### src/rtl/ctw_pkg.sv
package ctw_pkg;
   localparam int EPC       = 7;
   localparam int CPL       = 64;
   localparam int EPL       = EPC * CPL;
   localparam int EVT_W     = 9;
   localparam int CLU_W     = 6;
   localparam int SLOT_W    = 3;
   localparam int WORD_W    = 16;
   localparam int CLU_BITS  = WORD_W * (EPC + 1);

   typedef enum logic [1:0] {
      CAP_IDLE = 2'd0,
      CAP_RUN  = 2'd1,
      CAP_DONE = 2'd2
   } cap_state_e;
endpackage

### src/rtl/ctw_strobe_div.sv
module ctw_strobe_div #(
   parameter int FRAC_W = 8
) (
   input  logic              clk,
   input  logic              rst_n,
   input  logic              clr,
   input  logic              en,
   input  logic [FRAC_W-1:0] frac,
   output logic              stb
);
   logic [FRAC_W-1:0] cnt;
   logic              hit;

   assign hit = (cnt >= frac);
   assign stb = en && !clr && hit;

   always_ff @(posedge clk or negedge rst_n) begin
      if (!rst_n)            cnt <= '0;
      else if (clr || !en)   cnt <= '0;
      else if (hit)          cnt <= '0;
      else                   cnt <= cnt + 1'b1;
   end

   // with a fixed nonzero divider two strobes are never adjacent
   a_r1_strobe_spacing: assert property (@(posedge clk) disable iff (!rst_n)
      (stb && frac != '0 && $stable(frac)) |=> !stb);
endmodule

### src/rtl/ctw_trig_ctl.sv
module ctw_trig_ctl #(
   parameter int POS_W  = 24,
   parameter int POST_W = 16
) (
   input  logic              clk,
   input  logic              rst_n,
   input  logic              clr,
   input  logic              en,
   input  logic              trig_in,
   input  logic              stb,
   input  logic [POST_W-1:0] post_len,
   input  logic [POS_W-1:0]  cur_pos,
   output logic              triggered,
   output logic [POS_W-1:0]  trig_pos,
   output logic              post_done
);
   logic [POST_W-1:0] post_cnt;

   assign post_done = triggered && (post_cnt == post_len);

   always_ff @(posedge clk or negedge rst_n) begin
      if (!rst_n) begin
         triggered <= 1'b0;
         trig_pos  <= '0;
         post_cnt  <= '0;
      end else if (clr) begin
         triggered <= 1'b0;
         trig_pos  <= '0;
         post_cnt  <= '0;
      end else begin
         if (en && trig_in && !triggered) begin
            triggered <= 1'b1;
            trig_pos  <= cur_pos;
         end
         if (en && stb && triggered && !post_done)
            post_cnt <= post_cnt + 1'b1;
      end
   end

   // once latched, the trigger position holds until the next arm
   a_r6_pos_frozen: assert property (@(posedge clk) disable iff (!rst_n)
      (triggered && !clr) |=> (triggered && $stable(trig_pos)));
endmodule

### src/rtl/ctw_cluster_pack.sv
module ctw_cluster_pack import ctw_pkg::*; #(
   parameter int LINE_W = 15,
   parameter int TS_W   = 16,
   parameter int SMP_W  = 16
) (
   input  logic                      clk,
   input  logic                      rst_n,
   input  logic                      clr,
   input  logic                      take,
   input  logic                      flush,
   input  logic [SMP_W-1:0]          smp,
   output logic                      wr_en,
   output logic [LINE_W+CLU_W-1:0]   wr_addr,
   output logic [CLU_BITS-1:0]       wr_data,
   output logic [LINE_W+EVT_W-1:0]   cur_pos,
   output logic                      full_hit
);
   localparam logic [TS_W-1:0]   GAP_LIM   = {{(TS_W-1){1'b1}}, 1'b0};
   localparam logic [LINE_W-1:0] LINE_LAST = {LINE_W{1'b1}} - 1'b1;
   localparam logic [SLOT_W-1:0] SLOT_END  = SLOT_W'(EPC - 1);
   localparam logic [CLU_W-1:0]  CLU_END   = CLU_W'(CPL - 1);

   logic [TS_W-1:0]   ts, gap, open_ts;
   logic [SMP_W-1:0]  last;
   logic [SLOT_W-1:0] slot;
   logic [CLU_W-1:0]  clu;
   logic [LINE_W-1:0] line;
   logic [EVT_W-1:0]  evt;

   logic opening, storing, closing, pad_flush, emit, line_wrap;
   logic [CLU_BITS-1:0] data_nx;

   assign opening   = take && (slot == '0) && ((smp != last) || (gap == GAP_LIM));
   assign storing   = take && ((slot != '0) || opening);
   assign closing   = storing && (slot == SLOT_END);
   assign pad_flush = flush && (slot != '0);
   assign emit      = closing || pad_flush;
   assign line_wrap = closing && (clu == CLU_END);
   assign full_hit  = line_wrap && (line == LINE_LAST);
   assign cur_pos   = {line, evt};

   assign data_nx[CLU_BITS-1 -: WORD_W] = WORD_W'(open_ts);

   for (genvar k = 0; k < EPC; k++) begin : g_slot
      logic [SMP_W-1:0] held;
      logic [SMP_W-1:0] word_nx;

      always_ff @(posedge clk or negedge rst_n) begin
         if (!rst_n)                                  held <= '0;
         else if (storing && slot == SLOT_W'(k))      held <= smp;
      end

      always_comb begin
         if (storing && slot == SLOT_W'(k))           word_nx = smp;
         else if (pad_flush && slot <= SLOT_W'(k))    word_nx = last;
         else                                         word_nx = held;
      end

      assign data_nx[CLU_BITS-WORD_W*(k+2) +: WORD_W] = WORD_W'(word_nx);
   end

   always_ff @(posedge clk or negedge rst_n) begin
      if (!rst_n) begin
         ts <= '0; gap <= '0; open_ts <= '0; last <= '0;
         slot <= '0; clu <= '0; line <= '0; evt <= '0;
         wr_en <= 1'b0; wr_addr <= '0; wr_data <= '0;
      end else if (clr) begin
         ts <= '0; gap <= '0; open_ts <= '0; last <= '0;
         slot <= '0; clu <= '0; line <= '0; evt <= '0;
         wr_en <= 1'b0;
      end else begin
         wr_en <= emit;
         if (emit) begin
            wr_addr <= {line, clu};
            wr_data <= data_nx;
         end
         if (take) begin
            ts  <= ts + 1'b1;
            gap <= opening ? '0 : gap + 1'b1;
         end
         if (storing) begin
            last <= smp;
            evt  <= line_wrap ? '0 : evt + 1'b1;
            slot <= closing ? '0 : slot + 1'b1;
            if (opening) open_ts <= ts;
         end
         if (closing) begin
            clu <= clu + 1'b1;
            if (line_wrap) line <= line + 1'b1;
         end
      end
   end

   // event index always agrees with cluster index and filled slots
   a_r4_evt_consistent: assert property (@(posedge clk) disable iff (!rst_n)
      evt == (EVT_W'(clu) * EVT_W'(EPC) + EVT_W'(slot)));

   // a cluster never holds more than seven samples
   a_r2_slot_range: assert property (@(posedge clk) disable iff (!rst_n)
      slot <= SLOT_END);

   // the last line index is never written
   a_r9_no_full_line_write: assert property (@(posedge clk) disable iff (!rst_n)
      wr_en |-> (wr_addr[LINE_W+CLU_W-1:CLU_W] != {LINE_W{1'b1}}));

   // an unchanged strobe outside a cluster leaves the cluster closed
   a_r3_quiet_stays_closed: assert property (@(posedge clk) disable iff (!rst_n)
      (take && !clr && slot == '0 && smp == last && gap != GAP_LIM) |=> (slot == '0));
endmodule

### src/rtl/ctw_capture_writer.sv
module ctw_capture_writer import ctw_pkg::*; #(
   parameter int LINE_W = 15,
   parameter int TS_W   = 16,
   parameter int FRAC_W = 8,
   parameter int POST_W = 16,
   parameter int SMP_W  = 16
) (
   input  logic                     clk,
   input  logic                     rst_n,
   input  logic                     arm,
   input  logic [FRAC_W-1:0]        frac,
   input  logic [POST_W-1:0]        post_len,
   input  logic [SMP_W-1:0]         smp_in,
   input  logic                     trig_in,
   output logic                     wr_en,
   output logic [LINE_W+CLU_W-1:0]  wr_addr,
   output logic [CLU_BITS-1:0]      wr_data,
   output logic                     busy,
   output logic                     done,
   output logic                     triggered,
   output logic [LINE_W+EVT_W-1:0]  trig_pos,
   output logic [LINE_W+EVT_W-1:0]  stop_pos
);
   localparam int POS_W = LINE_W + EVT_W;
   localparam logic [POS_W-1:0] FULL_POS = {{LINE_W{1'b1}}, {EVT_W{1'b0}}};

   if (LINE_W < 1 || LINE_W > 15) begin : g_bad_line
      $error("LINE_W must lie in 1..15");
   end
   if (TS_W < 4 || TS_W > WORD_W) begin : g_bad_ts
      $error("TS_W must lie in 4..16");
   end
   if (SMP_W < 1 || SMP_W > WORD_W) begin : g_bad_smp
      $error("SMP_W must lie in 1..16");
   end
   if (FRAC_W < 1 || POST_W < 1) begin : g_bad_cnt
      $error("FRAC_W and POST_W must be at least 1");
   end

   cap_state_e       st;
   logic             run, stb, post_done, take, flush, full_hit;
   logic [POS_W-1:0] cur_pos;

   assign run   = (st == CAP_RUN);
   assign take  = run && stb && !post_done;
   assign flush = run && stb && post_done;
   assign busy  = run;
   assign done  = (st == CAP_DONE);

   ctw_strobe_div #(.FRAC_W(FRAC_W)) u_div (
      .clk(clk), .rst_n(rst_n), .clr(arm), .en(run), .frac(frac), .stb(stb));

   ctw_trig_ctl #(.POS_W(POS_W), .POST_W(POST_W)) u_trig (
      .clk(clk), .rst_n(rst_n), .clr(arm), .en(run), .trig_in(trig_in),
      .stb(stb), .post_len(post_len), .cur_pos(cur_pos),
      .triggered(triggered), .trig_pos(trig_pos), .post_done(post_done));

   ctw_cluster_pack #(.LINE_W(LINE_W), .TS_W(TS_W), .SMP_W(SMP_W)) u_pack (
      .clk(clk), .rst_n(rst_n), .clr(arm), .take(take), .flush(flush),
      .smp(smp_in), .wr_en(wr_en), .wr_addr(wr_addr), .wr_data(wr_data),
      .cur_pos(cur_pos), .full_hit(full_hit));

   always_ff @(posedge clk or negedge rst_n) begin
      if (!rst_n) begin
         st       <= CAP_IDLE;
         stop_pos <= '0;
      end else if (arm) begin
         st       <= CAP_RUN;
         stop_pos <= '0;
      end else if (run && (flush || full_hit)) begin
         st       <= CAP_DONE;
         stop_pos <= flush ? cur_pos : FULL_POS;
      end
   end

   // nothing is written once the capture has stopped
   a_r8_quiet_after_stop: assert property (@(posedge clk) disable iff (!rst_n)
      done |=> !wr_en);

   // writing the last cluster below the full line ends the capture
   a_r9_full_stop: assert property (@(posedge clk) disable iff (!rst_n)
      (wr_en && wr_addr == {FULL_POS[POS_W-1:EVT_W] - 1'b1, {CLU_W{1'b1}}}) |-> done);

   // busy and done are never both set
   a_r8_exclusive_flags: assert property (@(posedge clk) disable iff (!rst_n)
      !(busy && done));
endmodule

### config.mk
export PLATFORM = sky130hd
export DESIGN_NAME = ctw_capture_writer
export DESIGN_NICKNAME = d
export VERILOG_FILES = /design/src/rtl/ctw_pkg.sv /design/src/rtl/ctw_strobe_div.sv /design/src/rtl/ctw_trig_ctl.sv /design/src/rtl/ctw_cluster_pack.sv /design/src/rtl/ctw_capture_writer.sv
export SDC_FILE = /design/constraint.sdc
export NUM_CORES = 1
export LEC_CHECK = 0
export BUFFER_PORTS_ARGS = -buffer_cell sky130_fd_sc_hd__buf_2
export CAP_MARGIN = 15
export CORE_UTILIZATION = 45
export CTS_CLUSTER_SIZE = 40
export DETAILED_ROUTE_END_ITERATION = 16
export PLACE_DENSITY = 0.74
export SLEW_MARGIN = 10
export SYNTH_ARGS = -nofsm -noshare
export SYNTH_HDL_FRONTEND = slang
export SYNTH_SLANG_ARGS = --single-unit
### constraint.sdc
create_clock -name clk -period 5.15 [get_ports clk]
set_clock_uncertainty 0.1 [all_clocks]
set_input_delay 0.515 -clock clk [delete_from_list [all_inputs] [get_ports clk]]
set_output_delay 0.515 -clock clk [all_outputs]
set_load 0.05 [all_outputs]
# ---- Yosys cells after proc, flatten, opt, wreduce, memory -nomap -nowiden
# Index checks and enable logic that the tools add are counted.
dict set report word_totals {
  input_bits 44
  out_inout_bits 201
  elab_cells 156
  regBits 434
}
dict set report classes {
  magnitude_cmp 8
  n_bitwise 1
  reduce_logical 53
  n_addsub 8
  n_eq_ne 13
  mux 49
}
# operator count
set op_table {}
lappend op_table {{$mux 16} 26}
lappend op_table {{$mux 24} 5}
lappend op_table {{$add 16x1->16 const B} 3}
lappend op_table {{$mux 15} 3}
lappend op_table {{$logic_and 1x1->1} 31}
lappend op_table {{$mux 9} 3}
lappend op_table {{$eq 16x16->1} 1}
lappend op_table {{$eq 16x16->1 const B} 1}
lappend op_table {{$mux 8} 2}
lappend op_table {{$ne 16x16->1} 1}
lappend op_table {{$reduce_bool 2->1} 8}
lappend op_table {{$add 15x1->15 const B} 1}
lappend op_table {{$eq 15x15->1 const B} 1}
lappend op_table {{$mux 6} 2}
lappend op_table {{$add 9x1->9 const B} 1}
lappend op_table {{$eq 3x3->1 const B} 3}
lappend op_table {{$le 3x3->1 const B} 3}
lappend op_table {{$mux 3} 3}
lappend op_table {{$add 8x1->8 const B} 1}
lappend op_table {{$ge 8x8->1} 1}
lappend op_table {{$add 6x1->6 const B} 1}
lappend op_table {{$eq 3x2->1 const B} 2}
lappend op_table {{$eq 6x6->1 const B} 1}
lappend op_table {{$le 3x1->1 const B} 2}
lappend op_table {{13 further kinds} 26}

# ---- Depth between registers and ports, before layout
# Gate-level depths: netlist of run 1.
dict set report logic_depth {
  depth_word 16
  ltp_mapped 13
  ltp_nobuf 10
}

# ---- By module
# A second synthesis of run 1 with hierarchy kept.
dict set report hier_totals {
  cells_unflattened 1974
  hier_area_um2 20412.1
}
# module cells_each n_inst seq_area_each_um2 area_per_inst_um2
set by_module_without_submodules {}
lappend by_module_without_submodules {ctw_cluster_pack 1629 1 8983.6 16623.4}
lappend by_module_without_submodules {ctw_trig_ctl 186 1 1026.0 2011.9}
lappend by_module_without_submodules {ctw_capture_writer 100 1 650.6 1157.4}
lappend by_module_without_submodules {ctw_strobe_div 59 1 200.2 619.3}

# ---- Worst setup path before layout of run 1
# OpenSTA, ideal clock, no wires.
dict set report synth_timing {
  kind {input -> register}
  start {in frac[2]}
  end {reg u_pack.g_slot[1].held[10]}
  cell_stages 11
  setup_time_ns 0.125
  arrival_time_ns 2.717
  slack_ns 2.208
  path_cell_list {inv_1 -> ha_1 -> or4_1 -> a21oi_2 -> o31a_2 -> nor2_2 -> and3_1 -> clkbuf_1 -> nand3_2 -> buf_2 -> mux2_2}
}
dict set report synth_via {
  elab_chain_len 9
}
# item line_no
set synth_rtl {}
lappend synth_rtl {{start, declared} ctw_capture_writer.sv:11} ;# input logic [FRAC_W-1:0] frac,
lappend synth_rtl {{$ge 8x8->1 *} ctw_strobe_div.sv:14} ;# assign hit = (cnt >= frac);
lappend synth_rtl {{$logic_and 1x1->1 *} ctw_strobe_div.sv:15} ;# assign stb = en && !clr && hit;
lappend synth_rtl {{$logic_and 1x1->1 * (2 in series)} ctw_capture_writer.sv:45} ;# assign take = run && stb && !post_done;
lappend synth_rtl {{$logic_and 1x1->1 (2 in series)} ctw_cluster_pack.sv:33} ;# assign opening = take && (slot == '0) && ((smp != last) || (gap == GAP_LIM));
lappend synth_rtl {{$logic_or 1x1->1} ctw_cluster_pack.sv:34} ;# assign storing = take && ((slot != '0) || opening);
lappend synth_rtl {{$logic_and 1x1->1 *} ctw_cluster_pack.sv:34}
lappend synth_rtl {{$logic_and 1x1->1 *} ctw_cluster_pack.sv:50} ;# else if (storing && slot == SLOT_W'(k)) held <= smp;
lappend synth_rtl {{end signal, assigned} ctw_cluster_pack.sv:50}
lappend synth_rtl {{end, declared} ctw_cluster_pack.sv:45} ;# logic [SMP_W-1:0] held;
# Every way passes the cells marked *; elsewhere a longest branch is shown, timed or not.
# A chain may end at the register's enable or synchronous reset.

# ---- Final worst setup path of run 1
dict set report layout_timing {
  start {reg u_div.cnt[4]}
  end {reg u_pack.wr_data[103]}
}
dict set report layout_via {
  elab_chain_len 11
  word_cells_on_any_way 17
  classes_between {order compare (1); mux (2); reduce/logical (14)}
}
# item line_no
set layout_rtl {}
lappend layout_rtl {{start, declared} ctw_strobe_div.sv:11} ;# logic [FRAC_W-1:0] cnt;
lappend layout_rtl {{start signal, assigned} ctw_strobe_div.sv:21} ;# else cnt <= cnt + 1'b1;
lappend layout_rtl {{$ge 8x8->1 *} ctw_strobe_div.sv:14}
lappend layout_rtl {{$logic_and 1x1->1 *} ctw_strobe_div.sv:15}
lappend layout_rtl {{$logic_and 1x1->1 *} {ctw_capture_writer.sv:45, ctw_capture_writer.sv:46}}
lappend layout_rtl {{$logic_and 1x1->1} ctw_capture_writer.sv:45}
lappend layout_rtl {{$logic_and 1x1->1 (2 in series)} ctw_cluster_pack.sv:33}
lappend layout_rtl {{$logic_or 1x1->1} ctw_cluster_pack.sv:34}
lappend layout_rtl {{$logic_and 1x1->1} ctw_cluster_pack.sv:34}
lappend layout_rtl {{$logic_and 1x1->1} ctw_cluster_pack.sv:35} ;# assign closing = storing && (slot == SLOT_END);
lappend layout_rtl {{$logic_or 1x1->1} ctw_cluster_pack.sv:37} ;# assign emit = closing || pad_flush;
lappend layout_rtl {{$reduce_and 2->1 (no source line)} -}
lappend layout_rtl {{end signal, assigned} ctw_cluster_pack.sv:75} ;# wr_data <= data_nx;
lappend layout_rtl {{end, declared} ctw_cluster_pack.sv:14} ;# output logic [CLU_BITS-1:0] wr_data,
# Marks and branches as above.

==> out/metrics.yaml, run 1 <==
global_route:
  grt_max_degree: 179
  grt_antenna_before_repair: 0
  grt_pass1_vias: 15120
  gr-total-overflow: 0
  grt_pass1_wl_um: 84010
  grt_usage: 0.2382
clock_tree:
  clockRootBuffer: "clkbuf_16"
  htreeDepth: 2
  clkTransAtPathRegs_ns: 0.06
  cts_tree: "done"
  clk_latency_ns: 0.59
  ctsResizeCount: 0
  cts.sinks: 434
  clock_path_buffers: 3
  cts_inserted_buffers: 48
synth:
  synthArstFlopShare: 1.000
  synth_seq_area_share: 0.5482
  synth_adder_area_share: 0.01389
  synth_cell_type_count: 69
  synth-compound-area-share: 0.1055
  synth_area_leader_cell: "dfrtp_1"
  synth_cells: 1928
  synth-edff-count: 0
  netlist.area_leader.share: 0.5482
  syn_area_per_cell_um2: 10.28
  synthXorXnorAreaFrac: 0.03404
  mappedNetlistNets: 1994
  ys.warnings.count: 0
  synth_ff_type: "dfrtp_1"
  synth_simple_gate_area_share: 0.1574
  synthMuxAreaShare: 0.1014
  syn_area_mm2: 0.01981
  ys_top_cells_by_area: "dfrtp_1 (55%), nand2_1 (7.0%), mux2_2 (6.7%), o21ai_0 (4.0%), mux2i_1 (3.4%)"
  synth_top_family_by_area: "simple AND/OR/NAND/NOR gates"
  synth-seq-cells: 434
placement:
  gp_congestion: 0.8465
  pre_cts_ws_ns: 0.9710
  io_buffer_count: 244
  hpwl_um: 35050
critical_path:
  start_kind: "register"
  cp_max_fo: 35
  startpoint: "u_div.cnt[4]"
  regToRegStartpoint: "u_div.cnt[4]"
  worstPathRequired_ns: 5.51
  endpoint_kind: "register"
  crit_type: "register to register"
  worstPathArrival_ns: 4.31
finish:
  diodes: 0
  post-route-util: 0.5302
  nets: 2164
  fillerInstances: 3791
  drive_gt1_frac: 0.2285
  syn2layout_area_growth_pct: 15.80
die:
  die_h_um: 211.8
  initial_core_util: 0.4579
  fp.coreArea_mm2: 0.04327
  die_area_mm2: 0.04487
  ios: 245
  num_rows: 76
  die_width_um: 211.8
timing:
  fmax_mhz: 253.3
  setup_violations: 0
  rsz0062_at_grt: "no"
  slew_headroom: 0.2413
  worst_pin_slew_ns: 1.135
  slew_viol_final: 0
  period_share: 0.7664
  period_minus_slack_ns: 3.947
  postLayoutSetupSlackWorst_ns: 1.203
  hold_ws_ns: 0.1908
  fin_setup_tns_ns: 0
  hold_viol: 0
power:
  p_per_area_mw_per_mm2: 312.3
  irDropWorstVdd_mv: 0.1981
  p_leak_uw: 0.01190
flow_run:
  maxCapViolCount: 0
route:
  drtIter0Drc: 1092
  ant_nets: 0
  drt-total-wl_um: 52830
  avgViaCountPerCell: 5.556
  num_vias: 15070
  drc: 0
  drt_first_pass_iters: 5
  wl_per_cell_um: 19.48
hold_path:
  min-delay-start: "smp_in[3]"
  hold_path.class: "input port to register"
run_status:
  status: "complete, no violations"
## kinds of logic (layout without fill, tap and decap cells)
family	after synthesis	after routing
buffers and inverters	181	380
multiplexers	186	186
XOR/XNOR	77	77
AO/OA/AOI/OAI	347	347
flip-flops	434	434
AND/OR/NAND/NOR	681	681
adder cells (fa/ha/maj)	22	22
## synthesized netlist by cell type (all sizes together) (11+ instances only)
cell and n:
buf 65, a211oi 18, a21oi 83, nand4 36, and3 37, o21ai 169, mux2 118, xnor2 48
clkbuf 81, nor4 13, ha 22, dfrtp 434, nand2 370, nor3 11, inv 35, a22o 32
and4 11, nor2 103, nand3 56, mux2i 68, xor2 29
## report_power, final
part	leakage, µW	switching [µW]	internal [µW]
Sequential	0.00605	15.9	3430
Combinational	0.00506	175	57.8
Clock	0.000789	1380	2100
## repair_timing
| action | CTS | global route |
|---|---|---|
| buffers inserted | 0 | 0 |
| hold endpoints to repair | 8 | 0 |
| hold buffers | 1 | 0 |
## worst paths after layout
| kind | end | slack (ns) | cells after the start |
|---|---|---|---|
| setup reg to reg | u_pack.wr_data[103] | 1.20 | 8 |
| hold / removal | u_pack.g_slot[5].held[3] | 0.19 | 3 |
| min in group asynchronous | u_pack.wr_data[102] | 0.54 | 2 |
| setup / recovery | u_pack.wr_data[103] | 1.20 | 8 |
| max in group asynchronous | u_pack.g_slot[5].held[0] | 3.10 | 3 |
| hold reg to reg | u_pack.wr_data[120] | 0.36 | 2 |
## layer usage
layer | global-route usage | wire [µm] | vias up
met5 | 0 | 0 | -
met4 | 0.07596 | 1284 | 0
met3 | 0.05415 | 3621 | 83
met2 | 0.3657 | 24100 | 466
met1 | 0.3342 | 23830 | 7542
li1 | - | - | 6977
## metrics by stage
| stage | std cells | power (µW) | cell area, µm² |
|---|---|---|---|
| 4_1_cts | 2711 | 7223 | 22930 |
| 6_report | 2712 | 7164 | 22940 |
| 3_5_place_dp | 2631 | 3742 | 21330 |
| 2_1_floorplan | 1928 | 3606 | 19810 |
| 3_3_place_gp | 2631 | 3734 | 21330 |
| 5_1_grt | 2712 | 7385 | 22940 |
## area by class of cell
type | instances | area, µm² | area share
inverter | 35 | 131.4 | 0.005726
clock buffer | 71 | 1469 | 0.06403
tap | 585 | 732.0 | 0.03190
multi-input combinational | 1313 | 8187 | 0.3568
sequential | 434 | 10860 | 0.4734
clock inverter | 8 | 122.6 | 0.005345
timing repair buffer | 266 | 1440 | 0.06277
## registers in the layout (all words and copies together) (netlist names)
name                flops
u_pack.wr_data        128
u_pack.g_slot.held    112
stop_pos               24
u_trig.trig_pos        24
u_pack.wr_addr         21
u_pack.gap             16
u_pack.last            16
u_pack.open_ts         16
u_pack.ts              16
u_trig.post_cnt        16
u_pack.line            15
u_pack.evt              9
u_div.cnt               8
u_pack.clu              6
u_pack.slot             3
st                      2
u_pack.wr_en            1
u_trig.triggered        1
## layout by cell type, fill, tap and decap left out, types with 9 or more instances in the layout
cell	Yosys	layout
buf_4	7	17
xnor2_1	48	48
nand2_1	369	369
a22o_1	32	32
nor4_1	12	12
a21o_1	10	10
inv_1	34	33
and3_1	36	35
and4_1	11	11
buf_2	50	243
ha_1	22	22
clkbuf_8	0	16
o21ai_0	160	160
nand3_1	53	53
clkbuf_16	0	49
o21ai_1	9	9
mux2_2	118	118
dfrtp_1	434	434
a211oi_1	18	18
nor2_1	102	101
mux2i_1	68	68
xor2_1	29	29
nand4_1	36	36
or3_1	10	10
a21oi_1	82	81
## critical path, cell delays in order (launching register included)
cell,delay (ns)
dfrtp_1,0.40
ha_1,0.31
o211a_1,0.16
a211oi_1,0.07
o31a_2,0.43
nor2_2,0.67
nand3_2,0.84
mux2_2,0.54
mux2_2,0.27
(Power assumes the default switching activity.)
==> run 2: changes to the inputs <==
--- a/config.mk
+++ b/config.mk
@@ -5,6 +5,7 @@
 export SDC_FILE = /design/constraint.sdc
 export NUM_CORES = 1
 export LEC_CHECK = 0
+export ABC_AREA = 1
 export BUFFER_PORTS_ARGS = -buffer_cell sky130_fd_sc_hd__buf_2
 export CAP_MARGIN = 15
 export CORE_UTILIZATION = 45
==> constraint.sdc (replaced) <==
create_clock -name clk -period 4 [get_ports clk]
set_clock_uncertainty 0.1 [all_clocks]
set_input_delay 0.4 -clock clk [delete_from_list [all_inputs] [get_ports clk]]
set_output_delay 0.4 -clock clk [all_outputs]
set_load 0.05 [all_outputs]
==> out/metrics.yaml, run 2 <==
synth:
  ys_top_cells_by_count: "nand2_1 (620), dfrtp_1 (434), inv_1 (288)"
  netlist.area_leader.share: 0.5134
  synth_most_common_cell: "nand2_1"
  synth_area_leader_cell: "dfrtp_1"
  synth_seq_area_share: 0.5134
  ys_top_cells_by_area: "dfrtp_1 (51%), nand2_1 (11%), inv_1 (5.1%), nand3_1 (5.1%), nand4_1 (4.4%)"
  synthArstFlopShare: 1.000
  mappedNetlistNets: 2642
  syn_area_per_cell_um2: 8.212
  synth_cells: 2576
  synth_cell_type_count: 41
  synth_ff_type: "dfrtp_1"
  synth-edff-count: 0
  syn_area_mm2: 0.02115
  synth-seq-cells: 434
  ys.warnings.count: 0
clock_tree:
  cts_inserted_buffers: 47
  cts.sinks: 434
  clockRootBuffer: "clkbuf_16"
  clock_path_buffers: 3
  clkTransAtPathRegs_ns: 0.06
  cts_tree: "done"
  cts_hold_buf: 1
  ctsResizeCount: 0
  clk_latency_ns: 0.59
  cts_setup_buffers: 0
  htreeDepth: 2
placement:
  gp_congestion: 0.8878
  numPlacedInstances: 3326
  io_buffer_count: 244
  hpwl_um: 41420
timing:
  period_share: 0.8713
  hold_viol: 0
  setup_violations: 0
  fmax_mhz: 286.9
  rsz0062_at_grt: "no"
  slew_headroom: 0.2008
  worst_pin_slew_ns: 1.199
  slew_viol_final: 0
  period_minus_slack_ns: 3.485
  fin_setup_tns_ns: 0
finish:
  most-common-layout-cells: "nand2_1 (618), dfrtp_1 (434), inv_1 (288)"
  largest_reg_flops: 128
  regMostFlops: "u_pack.wr_data"
  layout_commonest_cell: "nand2_1"
  syn2layout_area_growth_pct: 15.37
  multi_input_area_mm2: 0.008338
  largestRegisters: "u_pack.wr_data: 128 flops, u_pack.g_slot.held: 112 flops"
  fillerInstances: 4326
  drive_gt1_frac: 0.1461
  seq_area_mm2: 0.01086
  final_cell_count_no_fill: 3415
  nets: 2835
global_route:
  grt_antenna_before_repair: 0
  grt_pass1_vias: 18170
  gr-total-overflow: 0
  grt_usage: 0.2635
  grt_pass1_wl_um: 99390
  grt_max_degree: 120
route:
  drt_first_pass_iters: 8
  num_vias: 18790
  wl_per_cell_um: 18.32
  drt-total-wl_um: 62550
  ant_nets: 0
  avgViaCountPerCell: 5.502
  drc: 0
  drtIter0Drc: 2013
die:
  die_h_um: 218.8
  fp.coreArea_mm2: 0.04646
  num_rows: 79
  die_area_mm2: 0.04788
  die_width_um: 218.8
  initial_core_util: 0.4553
  ios: 245
power:
  p_leak_uw: 0.01270
  irDropWorstVdd_mv: 0.2740
  p_per_area_mw_per_mm2: 396.5
critical_path:
  crit_chain: "ha_1, nand2_1, nor2_1, nor2_1, nand2_1, nand2_1, a21oi_2, nand2_4, inv_2, nand3_4, nand2_8, inv_2, buf_4, nand2_1, nand2_1"
  crit_buf_inv: 3
  crit_top_cell: "nand2_1"
  max_stage_delay_ns: 0.47
  endpoint_kind: "register"
  start_kind: "register"
  cp_max_fo: 64
  worstPathArrival_ns: 3.85
  worstPathRequired_ns: 4.36
  cp_slowest_cell: "nand2_8"
  critical-path-top-delay-family: "simple AND/OR/NAND/NOR gates"
  crit_type: "register to register"
hold_path:
  hold_path.class: "input port to register"
run_status:
  status: "complete, no violations"
flow_run:
  maxCapViolCount: 0
==> run 2: cell types whose count changed after synthesis, moves of 23 or more <==
cell	before	now
a21oi_1	82	116
a22o_1	32	0
and3_1	36	1
clkbuf_1	81	41
inv_1	34	288
mux2_2	118	0
mux2i_1	68	0
nand2_1	369	620
nand3_1	53	214
nand4_1	36	148
nor2_1	102	171
o21ai_1	9	42
o22ai_1	2	25
xnor2_1	48	15
==> run 2: layer usage <==
layer  vias up  part of all wire  track usage
met1      9014              0.41       0.3421
li1       8821                 -            -
met2       794              0.47       0.4218
met3       162             0.083      0.05766
met5         -                 0            0
met4         0             0.041       0.1185
==> run 2: power breakdown <==
| part | switching [µW] | internal, µW |
|---|---|---|
| clock | 1870 | 2780 |
| sequential | 27.9 | 4430 |
| combinational | 463 | 105 |
==> run 2: worst min-delay path, cell delays in order <==
cell and delay [ns]:
buf_2 0.11, nand3_1 0.10, a21oi_1 0.07
==> run 2: path summary, 6_finish.rpt <==
check / to / from / slack (ns) / depth (start not counted)
max: u_pack.wr_data[114] / u_div.cnt[2] / 0.51 / 15
min in group asynchronous: u_pack.g_slot[0].held[10] / rst_n / 0.30 / 2
max reg2reg: u_pack.wr_data[114] / u_div.cnt[2] / 0.51 / 15
min reg2reg: u_pack.wr_data[112] / u_pack.wr_data[112] / 0.37 / 2
min: u_trig.triggered / trig_in / 0.05 / 3
max in group asynchronous: u_trig.trig_pos[3] / rst_n / 2.35 / 3
==> run 2: kinds of logic after synthesis <==
| logic type | count (synthesis) | synth area share |
|---|---|---|
| AOI/OAI and AO/OA | 380 | 0.09322 |
| xor gates and xnor gates | 56 | 0.02319 |
| adders and majority gates | 22 | 0.01301 |
| buffers and inverters | 451 | 0.09333 |
| DFF | 434 | 0.5134 |
| and+or+nand+nor | 1233 | 0.2639 |
==> run 2: layout make-up <==
class / instances / area share
clock buffer: 65 / 0.05552
sequential: 434 / 0.4450
antenna: 1 / 0.0001025
timing repair buffer: 286 / 0.06654
clock inverter: 22 / 0.01251
tap: 607 / 0.03112
inverter: 309 / 0.04757
multi-input combinational: 1691 / 0.3416
==> run 2: stage by stage <==
step                worst slack (ns)  cell area [µm²]    util  power (µW)  hold WS (ns)
floorplan                      1.462            21150       -        4838      0.004409
global placement              0.4537            22730  0.4893        5085        0.3437
detailed placement            0.3914            22730  0.4893        5098        0.3432
CTS                           0.4855            24400  0.5253        9739       0.01437
global route                  0.2295            24400  0.5253        9971       0.05828
finish                        0.5149            24410  0.5253        9677       0.05082
==> run 3: changes to the inputs <==
--- a/config.mk
+++ b/config.mk
@@ -11,6 +11,8 @@
 export CORE_UTILIZATION = 45
 export CTS_CLUSTER_SIZE = 40
 export DETAILED_ROUTE_END_ITERATION = 16
+export HOLD_SLACK_MARGIN = 0.06
+export MAX_ROUTING_LAYER = met4
 export PLACE_DENSITY = 0.74
 export SLEW_MARGIN = 10
 export SYNTH_ARGS = -nofsm -noshare
==> out/metrics.yaml, run 3 (synthesis results as in run 2) <==
die:
  die_width_um: 218.8
  num_rows: 79
  initial_core_util: 0.4553
  die_h_um: 218.8
  fp.coreArea_mm2: 0.04646
  die_area_mm2: 0.04788
  ios: 245
flow_run:
  maxCapViolCount: 0
global_route:
  grt_max_degree: 119
  grt-busiest-layer: "met2"
  gr-usage-met2: 0.4271
  gr-total-overflow: 0
  grt_antenna_before_repair: 0
  grt_usage: 0.2689
  gr-usage-met3: 0.04075
  grt_pass1_wl_um: 98330
  grt_pass1_vias: 18120
  met1_usage: 0.3431
clock_tree:
  cts_tree: "done"
  cts.sinks: 434
  htreeDepth: 2
  clkTransAtPathRegs_ns: 0.06
  clock_path_buffers: 3
  cts_inserted_buffers: 48
  clockRootBuffer: "clkbuf_16"
  cts_setup_buffers: 0
  clk_latency_ns: 0.60
critical_path:
  crit_type: "register to register"
  worstPathRequired_ns: 4.36
  start_kind: "register"
  cp_max_fo: 59
  worstPathArrival_ns: 3.83
  endpoint_kind: "register"
power:
  p_per_area_mw_per_mm2: 394.3
  p_leak_uw: 0.01269
  irDropWorstVdd_mv: 0.2705
run_status:
  status: "complete, no violations"
timing:
  setup_violations: 0
  postLayoutSetupSlackWorst_ns: 0.5256
  fmax_mhz: 287.8
  rsz0062_at_grt: "no"
  fin_setup_tns_ns: 0
  worst_pin_slew_ns: 0.9084
  slew_headroom: 0.3921
  period_minus_slack_ns: 3.474
  slew_viol_final: 0
  period_share: 0.8686
  hold_viol: 0
route:
  drt-total-wl_um: 62030
  drc: 0
  num_vias: 18770
  ant_nets: 0
  drtIter0Drc: 1804
  wl_per_cell_um: 18.17
  avgViaCountPerCell: 5.500
  drt_first_pass_iters: 7
placement:
  gp_congestion: 0.8958
  hpwl_um: 40910
  post_dp_cell_area_mm2: 0.02276
  numPlacedInstances: 3326
  pre_cts_ws_ns: 0.4206
  io_buffer_count: 244
finish:
  most-common-layout-cells: "nand2_1 (618), dfrtp_1 (434), inv_1 (288)"
  post-route-util: 0.5252
  regMostFlops: "u_pack.wr_data"
  drive_gt1_frac: 0.1465
  layout_commonest_cell: "nand2_1"
  largestRegisters: "u_pack.wr_data: 128 flops, u_pack.g_slot.held: 112 flops"
  largest_reg_flops: 128
  finalInstanceArea_mm2: 0.02440
  final_cell_count_no_fill: 3413
  nets: 2837
  diodes: 0
  syn2layout_area_growth_pct: 15.34
hold_path:
  hold_path.class: "input port to register"
[run 3: area by class of cell]
cell class	count	area [µm²]
fill	4315	22060
sequential	434	10860
multi-input combinational	1691	8338
timing repair buffer	287	1659
clock buffer	62	1344
inverter	309	1161
tap	607	759.5
clock inverter	23	277.8
[run 3: metrics by stage]
step	total power [µW]	hold slack, ns
2_1_floorplan	4838	0.004409
3_3_place_gp	5097	0.3501
3_5_place_dp	5111	0.3615
4_1_cts	9678	0.07249
5_1_grt	9913	0.1189
6_report	9620	0.1077
[run 3: final timing paths]
path                       slack (ns)  cells after the start                         to                 from
min                              0.11                      3  u_pack.g_slot[5].held[13]           smp_in[13]
max reg2reg                      0.53                     15         u_pack.wr_addr[12]         u_div.cnt[3]
max in group asynchronous        2.39                      3         u_trig.trig_pos[4]                rst_n
min reg2reg                      0.37                      2        u_pack.wr_data[125]  u_pack.wr_data[125]
max                              0.53                     15         u_pack.wr_addr[12]         u_div.cnt[3]
min in group asynchronous        0.30                      2         u_pack.wr_data[79]                rst_n
[run 3: critical path, cell delays in order, from the launching register on]
cell and delay (ns):
dfrtp_1 0.43, ha_1 0.31, nand2_1 0.07, nor2_1 0.11, nor2_1 0.05, nand2_1 0.06
nand2_1 0.09, a21oi_2 0.18, nand2_4 0.07, inv_2 0.27, nand3_4 0.38, nand2_8 0.43
inv_2 0.35, buf_12 0.28, nand2_1 0.07, o21ai_0 0.06
[run 3: repair_timing]
action,CTS,global route
resized for setup,0,0
hold endpoints to repair,91,0
hold buffers,2,0
[run 3: where the power goes]
group          switching (µW)  leakage, µW  internal (µW)  total, µW
Combinational             466      0.00610            115        581
Clock                    1880     0.000790           2700       4580
Sequential               27.2      0.00580           4430       4460
[run 3: metal layers]
metal,up-vias,part of all wire
li1,8826,-
met1,9031,0.41
met2,761,0.48
met3,154,0.076
met4,0,0.038
met5,-,0
